===== config.mk =====
export PLATFORM = sky130hd
export DESIGN_NAME = ps2_dual_regif
export DESIGN_NICKNAME = d
export VERILOG_FILES = /design/src/rtl/ps2r_pkg.sv /design/src/rtl/ps2r_stat.sv /design/src/rtl/ps2r_port.sv /design/src/rtl/ps2_dual_regif.sv
export SDC_FILE = /design/constraint.sdc
export NUM_CORES = 1
export LEC_CHECK = 0
export BUFFER_PORTS_ARGS = -buffer_cell sky130_fd_sc_hd__buf_2
export CAP_MARGIN = 20
export CELL_PAD_IN_SITES_DETAIL_PLACEMENT = 1
export CELL_PAD_IN_SITES_GLOBAL_PLACEMENT = 1
export CORE_ASPECT_RATIO = 0.7
export CORE_MARGIN = 5
export CORE_UTILIZATION = 42
export CTS_BUF_LIST = sky130_fd_sc_hd__clkbuf_8
export DETAILED_ROUTE_END_ITERATION = 16
export GPL_ROUTABILITY_DRIVEN = 0
export GPL_TIMING_DRIVEN = 0
export PLACE_DENSITY_LB_ADDON = 0.1
export SLEW_MARGIN = 20
export SYNTH_ARGS = -nofsm -noshare
export SYNTH_HDL_FRONTEND = slang
export SYNTH_SLANG_ARGS = --single-unit

===== constraint.sdc =====
create_clock -name clk -period 4.08 [get_ports clk]
set_clock_uncertainty 0.2 [all_clocks]
set_input_delay 0.816 -clock clk [delete_from_list [all_inputs] [get_ports clk]]
set_output_delay 0.816 -clock clk [all_outputs]
set_load 0.02 [all_outputs]

===== src/rtl/ps2r_pkg.sv =====
package ps2r_pkg;
   localparam int unsigned BYTE_W = 8;

   typedef enum logic [1:0] {
      OFS_ID   = 2'd0,
      OFS_DATA = 2'd1,
      OFS_CTRL = 2'd2,
      OFS_STAT = 2'd3
   } ofs_e;

   // control byte bit positions
   localparam int unsigned CB_EN   = 0;
   localparam int unsigned CB_LOOP = 1;
   localparam int unsigned CB_DIAG = 5;
   localparam int unsigned CB_DDIR = 6;
   localparam int unsigned CB_CDIR = 7;

   // status byte bit positions
   localparam int unsigned SB_RXNE = 0;
   localparam int unsigned SB_IRQ  = 4;
   localparam int unsigned SB_DSHD = 6;
   localparam int unsigned SB_CSHD = 7;
endpackage


===== src/rtl/ps2r_stat.sv =====
module ps2r_stat
   import ps2r_pkg::*;
#(
   parameter int unsigned DATA_W = 8
) (
   input  logic [DATA_W-1:0] ctrl,
   input  logic              rx_ne,
   input  logic              irq_any,
   output logic [DATA_W-1:0] stat
);
   logic diag;
   logic unused_ctrl;

   assign diag        = ctrl[CB_DIAG];
   assign unused_ctrl = ^{ctrl[CB_EN], ctrl[4:2]};

   generate
      if (DATA_W > BYTE_W) begin : g_wide
         logic unused_hi;
         assign unused_hi = ^ctrl[DATA_W-1:BYTE_W];
      end
   endgenerate

   always_comb begin
      stat          = '0;
      stat[SB_RXNE] = rx_ne;
      stat[SB_IRQ]  = irq_any;
      stat[SB_DSHD] = !(diag && !ctrl[CB_DDIR]);
      stat[SB_CSHD] = !(diag && !ctrl[CB_CDIR]);
   end
endmodule


===== src/rtl/ps2r_port.sv =====
module ps2r_port
   import ps2r_pkg::*;
#(
   parameter int unsigned DATA_W  = 8,
   parameter int unsigned PORT_ID = 0
) (
   input  logic              clk,
   input  logic              rst_n,
   input  logic              sel,
   input  logic              we,
   input  ofs_e              ofs,
   input  logic [DATA_W-1:0] wdata,
   input  logic              irq_any,
   output logic [DATA_W-1:0] rdata,
   output logic              irq,
   input  logic [DATA_W-1:0] rx_data,
   input  logic              rx_avail,
   output logic              rx_pop,
   output logic [DATA_W-1:0] tx_data,
   output logic              tx_stb,
   input  logic              irq_req
);
   logic [DATA_W-1:0] ctrl_q, lb_buf_q, stat;
   logic              lb_full_q, lb_irq_q;
   logic              loop, wr_ctrl, wr_data, rd_data, rx_ne;

   assign loop    = ctrl_q[CB_LOOP];
   assign wr_ctrl = sel && we  && (ofs == OFS_CTRL);
   assign wr_data = sel && we  && (ofs == OFS_DATA);
   assign rd_data = sel && !we && (ofs == OFS_DATA);

   always_ff @(posedge clk) begin
      if (!rst_n) begin
         ctrl_q    <= '0;
         lb_buf_q  <= '0;
         lb_full_q <= 1'b0;
         lb_irq_q  <= 1'b0;
      end else begin
         if (wr_ctrl) ctrl_q <= wdata;
         if (wr_data && loop) begin
            lb_buf_q  <= wdata;
            lb_full_q <= 1'b1;
            lb_irq_q  <= 1'b1;
         end else if (rd_data && loop) begin
            lb_full_q <= 1'b0;
            lb_irq_q  <= 1'b0;
         end
      end
   end

   assign tx_data = wdata;
   assign tx_stb  = wr_data && !loop;
   assign rx_pop  = rd_data && !loop;
   assign irq     = loop ? lb_irq_q : irq_req;
   assign rx_ne   = loop ? lb_full_q : rx_avail;

   ps2r_stat #(.DATA_W(DATA_W)) u_stat (
      .ctrl    (ctrl_q),
      .rx_ne   (rx_ne),
      .irq_any (irq_any),
      .stat    (stat)
   );

   always_comb begin
      unique case (ofs)
         OFS_ID:   rdata = DATA_W'(PORT_ID);
         OFS_DATA: rdata = loop ? lb_buf_q : rx_data;
         OFS_CTRL: rdata = ctrl_q;
         OFS_STAT: rdata = stat;
         default:  rdata = '0;
      endcase
   end

   // loopback write fills the buffer and raises the interrupt
   p_lb_set_r4: assert property (@(posedge clk) disable iff (!rst_n)
      (wr_data && loop) |=> (lb_full_q && irq));

   // loopback read drains the buffer
   p_lb_clr_r5: assert property (@(posedge clk) disable iff (!rst_n)
      (rd_data && loop) |=> (!lb_full_q && !lb_irq_q));

   // control changes only on a control write
   p_ctrl_hold_r2: assert property (@(posedge clk) disable iff (!rst_n)
      !wr_ctrl |=> $stable(ctrl_q));
endmodule


===== src/rtl/ps2_dual_regif.sv =====
module ps2_dual_regif
   import ps2r_pkg::*;
#(
   parameter int unsigned ADDR_W    = 9,
   parameter int unsigned DATA_W    = 8,
   parameter int unsigned SEL_BIT   = 8,
   parameter bit          RDATA_REG = 1'b1
) (
   input  logic              clk,
   input  logic              rst_n,
   input  logic              bus_sel,
   input  logic              bus_we,
   input  logic [ADDR_W-1:0] bus_addr,
   input  logic [DATA_W-1:0] bus_wdata,
   output logic [DATA_W-1:0] bus_rdata,
   output logic              bus_rvalid,
   output logic              irq_out,
   input  logic [DATA_W-1:0] kbd_rx_data,
   input  logic              kbd_rx_avail,
   output logic              kbd_rx_pop,
   output logic [DATA_W-1:0] kbd_tx_data,
   output logic              kbd_tx_stb,
   input  logic              kbd_irq_req,
   input  logic [DATA_W-1:0] ms_rx_data,
   input  logic              ms_rx_avail,
   output logic              ms_rx_pop,
   output logic [DATA_W-1:0] ms_tx_data,
   output logic              ms_tx_stb,
   input  logic              ms_irq_req
);
   localparam int unsigned NPORT = 2;

   generate
      if (DATA_W < BYTE_W) begin : g_bad_width
         $error("ps2_dual_regif: DATA_W must be at least 8");
      end
      if (SEL_BIT < 4 || SEL_BIT >= ADDR_W) begin : g_bad_sel
         $error("ps2_dual_regif: SEL_BIT must lie in [4, ADDR_W-1]");
      end
   endgenerate

   logic [DATA_W-1:0] rx_data_a [NPORT];
   logic [DATA_W-1:0] tx_data_a [NPORT];
   logic [DATA_W-1:0] rdata_a   [NPORT];
   logic [NPORT-1:0]  rx_avail_a, rx_pop_a, tx_stb_a, irq_req_a, irq_a, psel;
   logic              irq_any, rd_req, pidx;
   logic [DATA_W-1:0] rd_comb;
   ofs_e              ofs;
   logic              unused_addr;

   assign unused_addr = ^bus_addr;
   assign ofs         = ofs_e'(bus_addr[3:2]);
   assign pidx        = bus_addr[SEL_BIT];

   assign rx_data_a[0] = kbd_rx_data;
   assign rx_data_a[1] = ms_rx_data;
   assign rx_avail_a   = {ms_rx_avail, kbd_rx_avail};
   assign irq_req_a    = {ms_irq_req, kbd_irq_req};
   assign kbd_rx_pop   = rx_pop_a[0];
   assign ms_rx_pop    = rx_pop_a[1];
   assign kbd_tx_stb   = tx_stb_a[0];
   assign ms_tx_stb    = tx_stb_a[1];
   assign kbd_tx_data  = tx_data_a[0];
   assign ms_tx_data   = tx_data_a[1];

   assign irq_any = |irq_a;
   assign irq_out = irq_any;

   generate
      for (genvar i = 0; i < NPORT; i++) begin : g_port
         assign psel[i] = bus_sel && (pidx == 1'(i));
         ps2r_port #(.DATA_W(DATA_W), .PORT_ID(i)) u_port (
            .clk      (clk),
            .rst_n    (rst_n),
            .sel      (psel[i]),
            .we       (bus_we),
            .ofs      (ofs),
            .wdata    (bus_wdata),
            .irq_any  (irq_any),
            .rdata    (rdata_a[i]),
            .irq      (irq_a[i]),
            .rx_data  (rx_data_a[i]),
            .rx_avail (rx_avail_a[i]),
            .rx_pop   (rx_pop_a[i]),
            .tx_data  (tx_data_a[i]),
            .tx_stb   (tx_stb_a[i]),
            .irq_req  (irq_req_a[i])
         );
      end
   endgenerate

   assign rd_req  = bus_sel && !bus_we;
   assign rd_comb = pidx ? rdata_a[1] : rdata_a[0];

   generate
      if (RDATA_REG) begin : g_rd_reg
         logic [DATA_W-1:0] rdata_q;
         logic              rvalid_q;
         always_ff @(posedge clk) begin
            if (!rst_n) begin
               rdata_q  <= '0;
               rvalid_q <= 1'b0;
            end else begin
               rdata_q  <= rd_req ? rd_comb : '0;
               rvalid_q <= rd_req;
            end
         end
         assign bus_rdata  = rdata_q;
         assign bus_rvalid = rvalid_q;

         // every read request is answered in the following cycle
         p_rvalid_r11: assert property (@(posedge clk) disable iff (!rst_n)
            rd_req |=> bus_rvalid);
      end else begin : g_rd_comb
         assign bus_rdata  = rd_req ? rd_comb : '0;
         assign bus_rvalid = rd_req;
      end
   endgenerate

   // a single access produces at most one device-side strobe
   p_one_strobe_r6: assert property (@(posedge clk) disable iff (!rst_n)
      $onehot0({rx_pop_a, tx_stb_a}));

   // a keyboard request outside loopback reaches the shared output
   p_irq_dev_r7: assert property (@(posedge clk) disable iff (!rst_n)
      (kbd_irq_req && !g_port[0].u_port.loop) |-> irq_out);
endmodule


# Yosys cells after proc, flatten, opt, wreduce, memory -nomap -nowiden
# Cells that the tools add are included.
[op_classes] eq_ne=3 mux=13 n_bitwise=1 n_reduce_logical=41
[ops] operator="8-bit case mux with 4 select lines" n=2
[ops] operator="1-bit logical AND" n=25
[ops] operator="8-bit two-way mux" n=3
[ops] operator="1-bit logical NOT" n=11
[ops] operator="1-bit two-way mux" n=8
[ops] operator="2-bit == test, second input constant" n=2
[ops] operator="2-bit nonzero test" n=2
[ops] operator="2-bit by 1-bit == test with 1-bit output, second input constant" n=1
[ops] operator="2-bit logical NOT" n=1
[ops] operator="2-bit AND reduction" n=1
[ops] operator="2-bit OR reduction" n=1
[ops] operator="1-bit inverter" n=1
[word_totals] register_bits=43 inputBits=41 out_inout_bits=30 word_cells=66

# Logic depth before layout (Yosys ltp)
# Gate-level depths: netlist of the first run.
[depth] depth_word=7 depth_mapped=6 ltp_nobuf=5

# Modules after synthesis
# From an unflattened synthesis of the first run, not the netlist that was laid out.
[hier_totals] hier_cells=316 hier_area_um2=2612.5
[modules_own_cells] mod="ps2r_port (g_port[1].u_port)" n_inst=1 cells_per_inst=132 area_each_um2=1077.3 seq_area_each_um2=340.3
[modules_own_cells] mod="ps2r_port (g_port[0].u_port)" n_inst=1 cells_per_inst=135 area_each_um2=1064.8 seq_area_each_um2=340.3
[modules_own_cells] mod="ps2_dual_regif" n_inst=1 cells_per_inst=31 area_each_um2=347.8 seq_area_each_um2=180.2
[modules_own_cells] mod="ps2r_stat" n_inst=2 cells_per_inst=9 area_each_um2=61.3 seq_area_each_um2=0.0

# Least setup slack after synthesis of the first run
# No wires, ideal clock.
[synth_path] path_kind="input port to output port" start="input port bus_addr[3]" end="output port kbd_rx_pop" arrival_ns=1.892 required_ns=3.064 setup_slack_ns=1.172 path_stages=4 path_buffers=1 cell_sequence="and2b_1 > buf_2 > nand2_1 > nor4_1"
[synth_via] elab_chain_cells=3
[synth_rtl] item="start: declaration" line="ps2_dual_regif.sv:13" rtl="input logic [ADDR_W-1:0] bus_addr,"
[synth_rtl] item="2-bit by 1-bit == test with 1-bit output" line="ps2r_port.sv:30" rtl="assign rd_data = sel && !we && (ofs == OFS_DATA);"
[synth_rtl] item="1-bit logical AND" line="ps2r_port.sv:30"
[synth_rtl] item="1-bit logical AND" line="ps2r_port.sv:53" rtl="assign rx_pop = rd_data && !loop;"
[synth_rtl] item="end: declaration" line="ps2_dual_regif.sv:20" rtl="output logic kbd_rx_pop,"
# Every way passes these cells.

# Final worst setup path of the first run
# Ends and elaborated chain as after synthesis.

==> results of run 1 <==
==> cell families after synthesis <==
logic type / Yosys count
buffers and inverters: 38
AND/OR/NAND/NOR: 71
multiplexers: 37
flip-flops: 43
AO/OA/AOI/OAI: 66
==> per-layer routing <==
layer | vias to the layer above | track usage | share of wire
met4 | 0 | 0.0630 | 0.013
met5 | - | 0 | 0
li1 | 1007 | - | -
met1 | 1018 | 0.271 | 0.46
met3 | 9 | 0.0477 | 0.066
met2 | 68 | 0.358 | 0.46
==> cells in the mapped netlist, types with 2 or more instances <==
master    instances  share of area
buf_2             7          0.016
o22ai_1           4          0.011
mux2i_1          34           0.15
clkbuf_1          6          0.010
buf_4            18          0.060
nand4_1           2         0.0055
o211a_1           2         0.0089
inv_1             4         0.0066
a31oi_1           2         0.0055
o21ai_0          22          0.049
nand2b_1          4          0.011
nand2_1          27          0.045
mux2_2            3          0.015
a22oi_1           3          0.010
a21oi_1           8          0.018
o21ai_1           4         0.0089
a21boi_1         16          0.053
nor2_1            7          0.012
nor2b_1          20          0.055
dfxtp_1          43           0.38
nor3_1            2         0.0044
o21a_1            2         0.0066
nor2_4            2          0.010
==> metrics by stage <==
stage               cell area, um2  hold slack (ps)
CTS                           2770              281
detailed placement            2670              270
global route                  2770              316
finish                        2770              284
floorplan                     2260              252
global placement              2670              259
==> worst register-to-register path, cell delays in order, from the launching register on <==
cell and delay [ps]:
dfxtp_1 320, buf_2 200, buf_2 310, mux2i_1 280
o22ai_1 120, a22oi_1 200, nor2_1 60
==> cell type report <==
cell class                      instances  area, um2  area share
Tap cell                               72       90.1      0.0325
Clock inverter                          1       3.75     0.00136
Clock buffer                            7       96.3      0.0348
Buffer                                 33        208      0.0750
Timing Repair Buffer                   64        320       0.116
Sequential cell                        43        861       0.311
Multi-Input combinational cell        174       1170       0.423
Inverter                                5       18.8     0.00678
==> flip-flops by register name, summed over array words and instances, names as in the netlist <==
signal / flops
g_port.u_port.lb_full_q: 1
bus_rdata: 8
bus_rvalid: 1
g_port.u_port.ctrl_q: 16
g_port.u_port.lb_buf_q: 16
g_port.u_port.lb_irq_q: 1
==> power by group through the flow <==
stage | Clock, mW | Sequential [mW] | Combinational (mW)
finish | 0.307 | 0.425 | 0.130
floorplan | 0 | 0.437 | 0.0731
CTS | 0.307 | 0.425 | 0.131
global placement | 0 | 0.435 | 0.128
global route | 0.325 | 0.425 | 0.141
detailed placement | 0 | 0.435 | 0.130
==> worst paths after layout <==
path / from / endpoint / slack [ps] / depth (start not counted)
worst min register to register: g_port[0].u_port.lb_buf_q[0]$_SDFFE_PN0P_ / g_port[0].u_port.lb_buf_q[0]$_SDFFE_PN0P_ / 280 / 2
worst max register to register: g_port[0].u_port.ctrl_q[1]$_SDFFE_PN0P_ / bus_rdata[5]$_SDFF_PN0_ / 2280 / 6
worst min-delay path: g_port[0].u_port.lb_buf_q[0]$_SDFFE_PN0P_ / g_port[0].u_port.lb_buf_q[0]$_SDFFE_PN0P_ / 280 / 2
worst max-delay path: bus_addr[3] / kbd_rx_pop / 1090 / 6
==> results_dict.tcl, run 1 <==
set metrics [dict create \
    cap_violations 0 \
    ant_nets 0 \
    grt_max_degree 13 \
    grt_pass1_vias 2259 \
    synth_edf_count 0 \
    cts_tree "done" \
    internal-power_uw 630 \
    cp_top_family "buffers and inverters" \
    rsz0062_at_grt "no" \
    nFillCells 664 \
    outcome "finished clean" \
    ys_seq_elements 43 \
    syn_nets 296 \
    synth_ff_type "dfxtp_1" \
    period_share 0.733 \
    ys_types 36 \
    fp.dieW_um 97.6 \
    final.min_clock_period_ps 2990 \
    synthAdderAreaFrac 0 \
    cts_resized 0 \
    synth.avg_cell_area_um2 8.85 \
    drc_errors 0 \
    synth_top_family_by_area "compound AO/OA/AOI/OAI gates" \
    coreArea_um2 5230 \
    post-route-util 0.529 \
    fmax_mhz 335 \
    layout_common_cells "71 x buf_2, 43 x dfxtp_1, 34 x mux2i_1" \
    path_cells "buf_2 -> and2b_1 -> buf_2 -> nand2_1 -> nor4_1 -> buf_2" \
    critPathArrivalTime_ps 1970 \
    critical_path_class "input pin to primary output" \
    worst_pin_slew_ps 592 \
    finalSetupViolCount 0 \
    switchingPower_uw 232 \
    layout.nets 367 \
    grt_usage 0.211 \
    path_buf_inv 3 \
    critPathRequiredTime_ps 3060 \
    io_buffers 64 \
    seq_power_share 0.493 \
    cts_setup_buffers 0 \
    synth_xor_area_frac 0 \
    antenna_found_initial 0 \
    critPathSlowestCell "buf_2" \
    drive_gt1_frac 0.318 \
    clock-root-buffer "clkbuf_8" \
    cpPeakStageDelay_ps 230 \
    drtIter0Drc 69 \
    combPwrFrac 0.151 \
    vias 2102 \
    synth_compound_area_frac 0.181 \
    placedCellCount 391 \
    initial_utilization 0.432 \
    synth.area.mux_share 0.166 \
    timing.final.ws_setup_ps 1090 \
    n_antenna_cell 0 \
    max_slew_margin 0.605 \
    stdcell_count 399 \
    cts_hold_buf 0 \
    setup-tns-final_ps 0 \
    syn_inst 255 \
    final_common_cell "buf_2" \
    yosysWarnings 0 \
    syn_area_um2 2260 \
    via_per_inst 5.27 \
    wl_per_cell_um 17.9 \
    dr.pass1.iters 4 \
    std_cell_rows 22 \
    die-area_um2 6960 \
    clkPwrFrac 0.356 \
    leakagePower_nw 1.18 \
    cp-end-kind "primary output" \
    io_pins 71 \
    slew_viol_final 0 \
    synthSimpleGateAreaFrac 0.171 \
    start_kind "input pin" \
    switching_share 0.269 \
    cts.path.max_buffers 2 \
    ys_seq_area_frac 0.381 \
    clock_sinks 43 \
    numCtsBuffers 5 \
    peakVddDrop_mv 0.144 \
    hp-class "flop to flop" \
    ctsHtreeMaxLevel 2 \
    worstSkewPairLatency_ps 300 \
    p_per_area_nw_per_um2 312 \
    crit_fanout 10 \
    crit_top_cell "buf_2" \
    dp_hpwl_um 5350 \
    power_uw 863 \
    async_flop_share 0 \
    path_clk_slew_ps 80 \
    place_ws_ps 1090 \
    die_height_um 71.3 \
    overflow 0 \
    wl_um 7160 \
    area_delta_synth_final_pct 22.6 \
    hold_violations 0 \
    grt_pass1_wl_um 11600 \
]
Power figures use the tool's default switching activity.
==> inputs of run 2 (changes only) <==
--- a/config.mk
+++ b/config.mk
@@ -11,7 +11,7 @@
 export CELL_PAD_IN_SITES_GLOBAL_PLACEMENT = 1
 export CORE_ASPECT_RATIO = 0.7
 export CORE_MARGIN = 5
-export CORE_UTILIZATION = 42
+export CORE_UTILIZATION = 35
 export CTS_BUF_LIST = sky130_fd_sc_hd__clkbuf_8
 export DETAILED_ROUTE_END_ITERATION = 16
 export GPL_ROUTABILITY_DRIVEN = 0
==> constraint.sdc (replaced) <==
create_clock -name clk -period 2.7 [get_ports clk]
set_clock_uncertainty 0.2 [all_clocks]
set_input_delay 0.54 -clock clk [delete_from_list [all_inputs] [get_ports clk]]
set_output_delay 0.54 -clock clk [all_outputs]
set_load 0.02 [all_outputs]
==> run 2 against run 1 <==
  * Sequential share of layout area about the same
  * Setup slack worse by 800 ps
  * Non-clock buffer count unchanged
  * Largest cell class unchanged
  * Highest routed layer unchanged
  * First-iteration DRC count up 52%
==> results_dict.tcl, run 2 (synthesis gave the netlist of run 1 again) <==
set metrics [dict create \
    place_ws_ps 283 \
    critPathSlowestCell "buf_2" \
    antenna_found_initial 0 \
    cap_violations 0 \
    rsz0062_at_grt "no" \
    worst_pin_slew_ps 596 \
    max_slew_margin 0.602 \
    clock_sinks 43 \
    clock-root-buffer "clkbuf_8" \
    outcome "finished clean" \
    ant_nets 0 \
    finalSetupViolCount 0 \
    grt_pass1_vias 2140 \
    worstSkewPairLatency_ps 300 \
    nFillCells 779 \
    drtIter0Drc 105 \
    timing.final.ws_setup_ps 291 \
    cts_hold_buf 0 \
    cts_tree "done" \
    grt_max_degree 14 \
    final.min_clock_period_ps 2410 \
    initial_utilization 0.361 \
    layout.nets 367 \
    grt_usage 0.186 \
    peakVddDrop_mv 0.169 \
    cts_resized 0 \
    grt_pass1_wl_um 11700 \
    via_per_inst 5.10 \
    die_height_um 77.2 \
    coreArea_um2 6250 \
    numCtsBuffers 5 \
    wl_per_cell_um 18.0 \
    io_buffers 64 \
    dp_hpwl_um 5400 \
    n_antenna_cell 0 \
    wl_um 7280 \
    cp-end-kind "primary output" \
    fp.dieW_um 106 \
    crit_top_cell "buf_2" \
    cts.path.max_buffers 2 \
    vias 2066 \
    hold_violations 0 \
    p_per_area_nw_per_um2 460 \
    drc_errors 0 \
    cts_setup_buffers 0 \
    drive_gt1_frac 0.318 \
    ctsHtreeMaxLevel 2 \
    period_share 0.892 \
    die-area_um2 8180 \
    setup-tns-final_ps 0 \
    critPathArrivalTime_ps 1670 \
    hp-class "flop to flop" \
    start_kind "input pin" \
    final_common_cell "buf_2" \
    fmax_mhz 415 \
    crit_fanout 10 \
    std_cell_rows 24 \
    layout_common_cells "71 x buf_2, 43 x dfxtp_1, 34 x mux2i_1" \
    critical_path_class "input pin to primary output" \
    overflow 0 \
    area_delta_synth_final_pct 22.7 \
    io_pins 71 \
    path_clk_slew_ps 90 \
    dr.pass1.iters 4 \
    path_cells "buf_2 -> buf_2 -> buf_2 -> nand2_1 -> nor3_1 -> buf_2" \
    cpPeakStageDelay_ps 310 \
    slew_viol_final 0 \
    critPathRequiredTime_ps 1960 \
    leakagePower_nw 1.17 \
]
run 2: metrics by stage:
stage               power, mW  hold WS, ps  utilization  cells  cell area (um2)
floorplan               0.771          252            -    255             2260
global placement        0.853          260        0.428    397             2680
detailed placement      0.855          267        0.428    397             2680
CTS                      1.29          280        0.444    405             2770
global route             1.34          309        0.444    405             2770
finish                   1.27          280        0.444    405             2770
run 2: final timing paths:
check	startpoint	endpoint	slack (ps)	cells after the start
max	bus_addr[8]	ms_rx_pop	290	6
min	g_port[0].u_port.lb_buf_q[3]$_SDFFE_PN0P_	g_port[0].u_port.lb_buf_q[3]$_SDFFE_PN0P_	280	2
max reg2reg	g_port[0].u_port.ctrl_q[1]$_SDFFE_PN0P_	bus_rdata[0]$_SDFF_PN0_	930	6
min reg2reg	g_port[0].u_port.lb_buf_q[3]$_SDFFE_PN0P_	g_port[0].u_port.lb_buf_q[3]$_SDFFE_PN0P_	280	2
run 2: layout make-up:
class                   count  area (um2)  share of cell area
multi-input cells         174        1170               0.422
flip-flops and latches     43         861               0.311
repair buffers             64         320               0.116
plain buffers              33         208              0.0750
well taps                  78        97.6              0.0352
clock buffers               6        82.6              0.0298
inverters                   5        18.8             0.00678
clock inverters             2        12.5             0.00452
run 2: report_power, final:
part	switching (mW)	internal [mW]
Combinational	0.115	0.0831
Clock	0.229	0.206
Sequential	0.00240	0.640
Total	0.346	0.929
run 2: worst max-delay path, delay by kind of cell:
family	cells	cell delay [ps]
buffers and inverters	4	880
AND/OR/NAND/NOR	2	240
run 2: metal layers:
| metal | GRT usage | up-vias | routed length, um |
|---|---|---|---|
| li1 | - | 1013 | - |
| met1 | 0.255 | 976 | 3430 |
| met2 | 0.293 | 66 | 3300 |
| met3 | 0.0503 | 11 | 460 |
| met4 | 0.0414 | 0 | 91 |
| met5 | 0 | - | 0 |
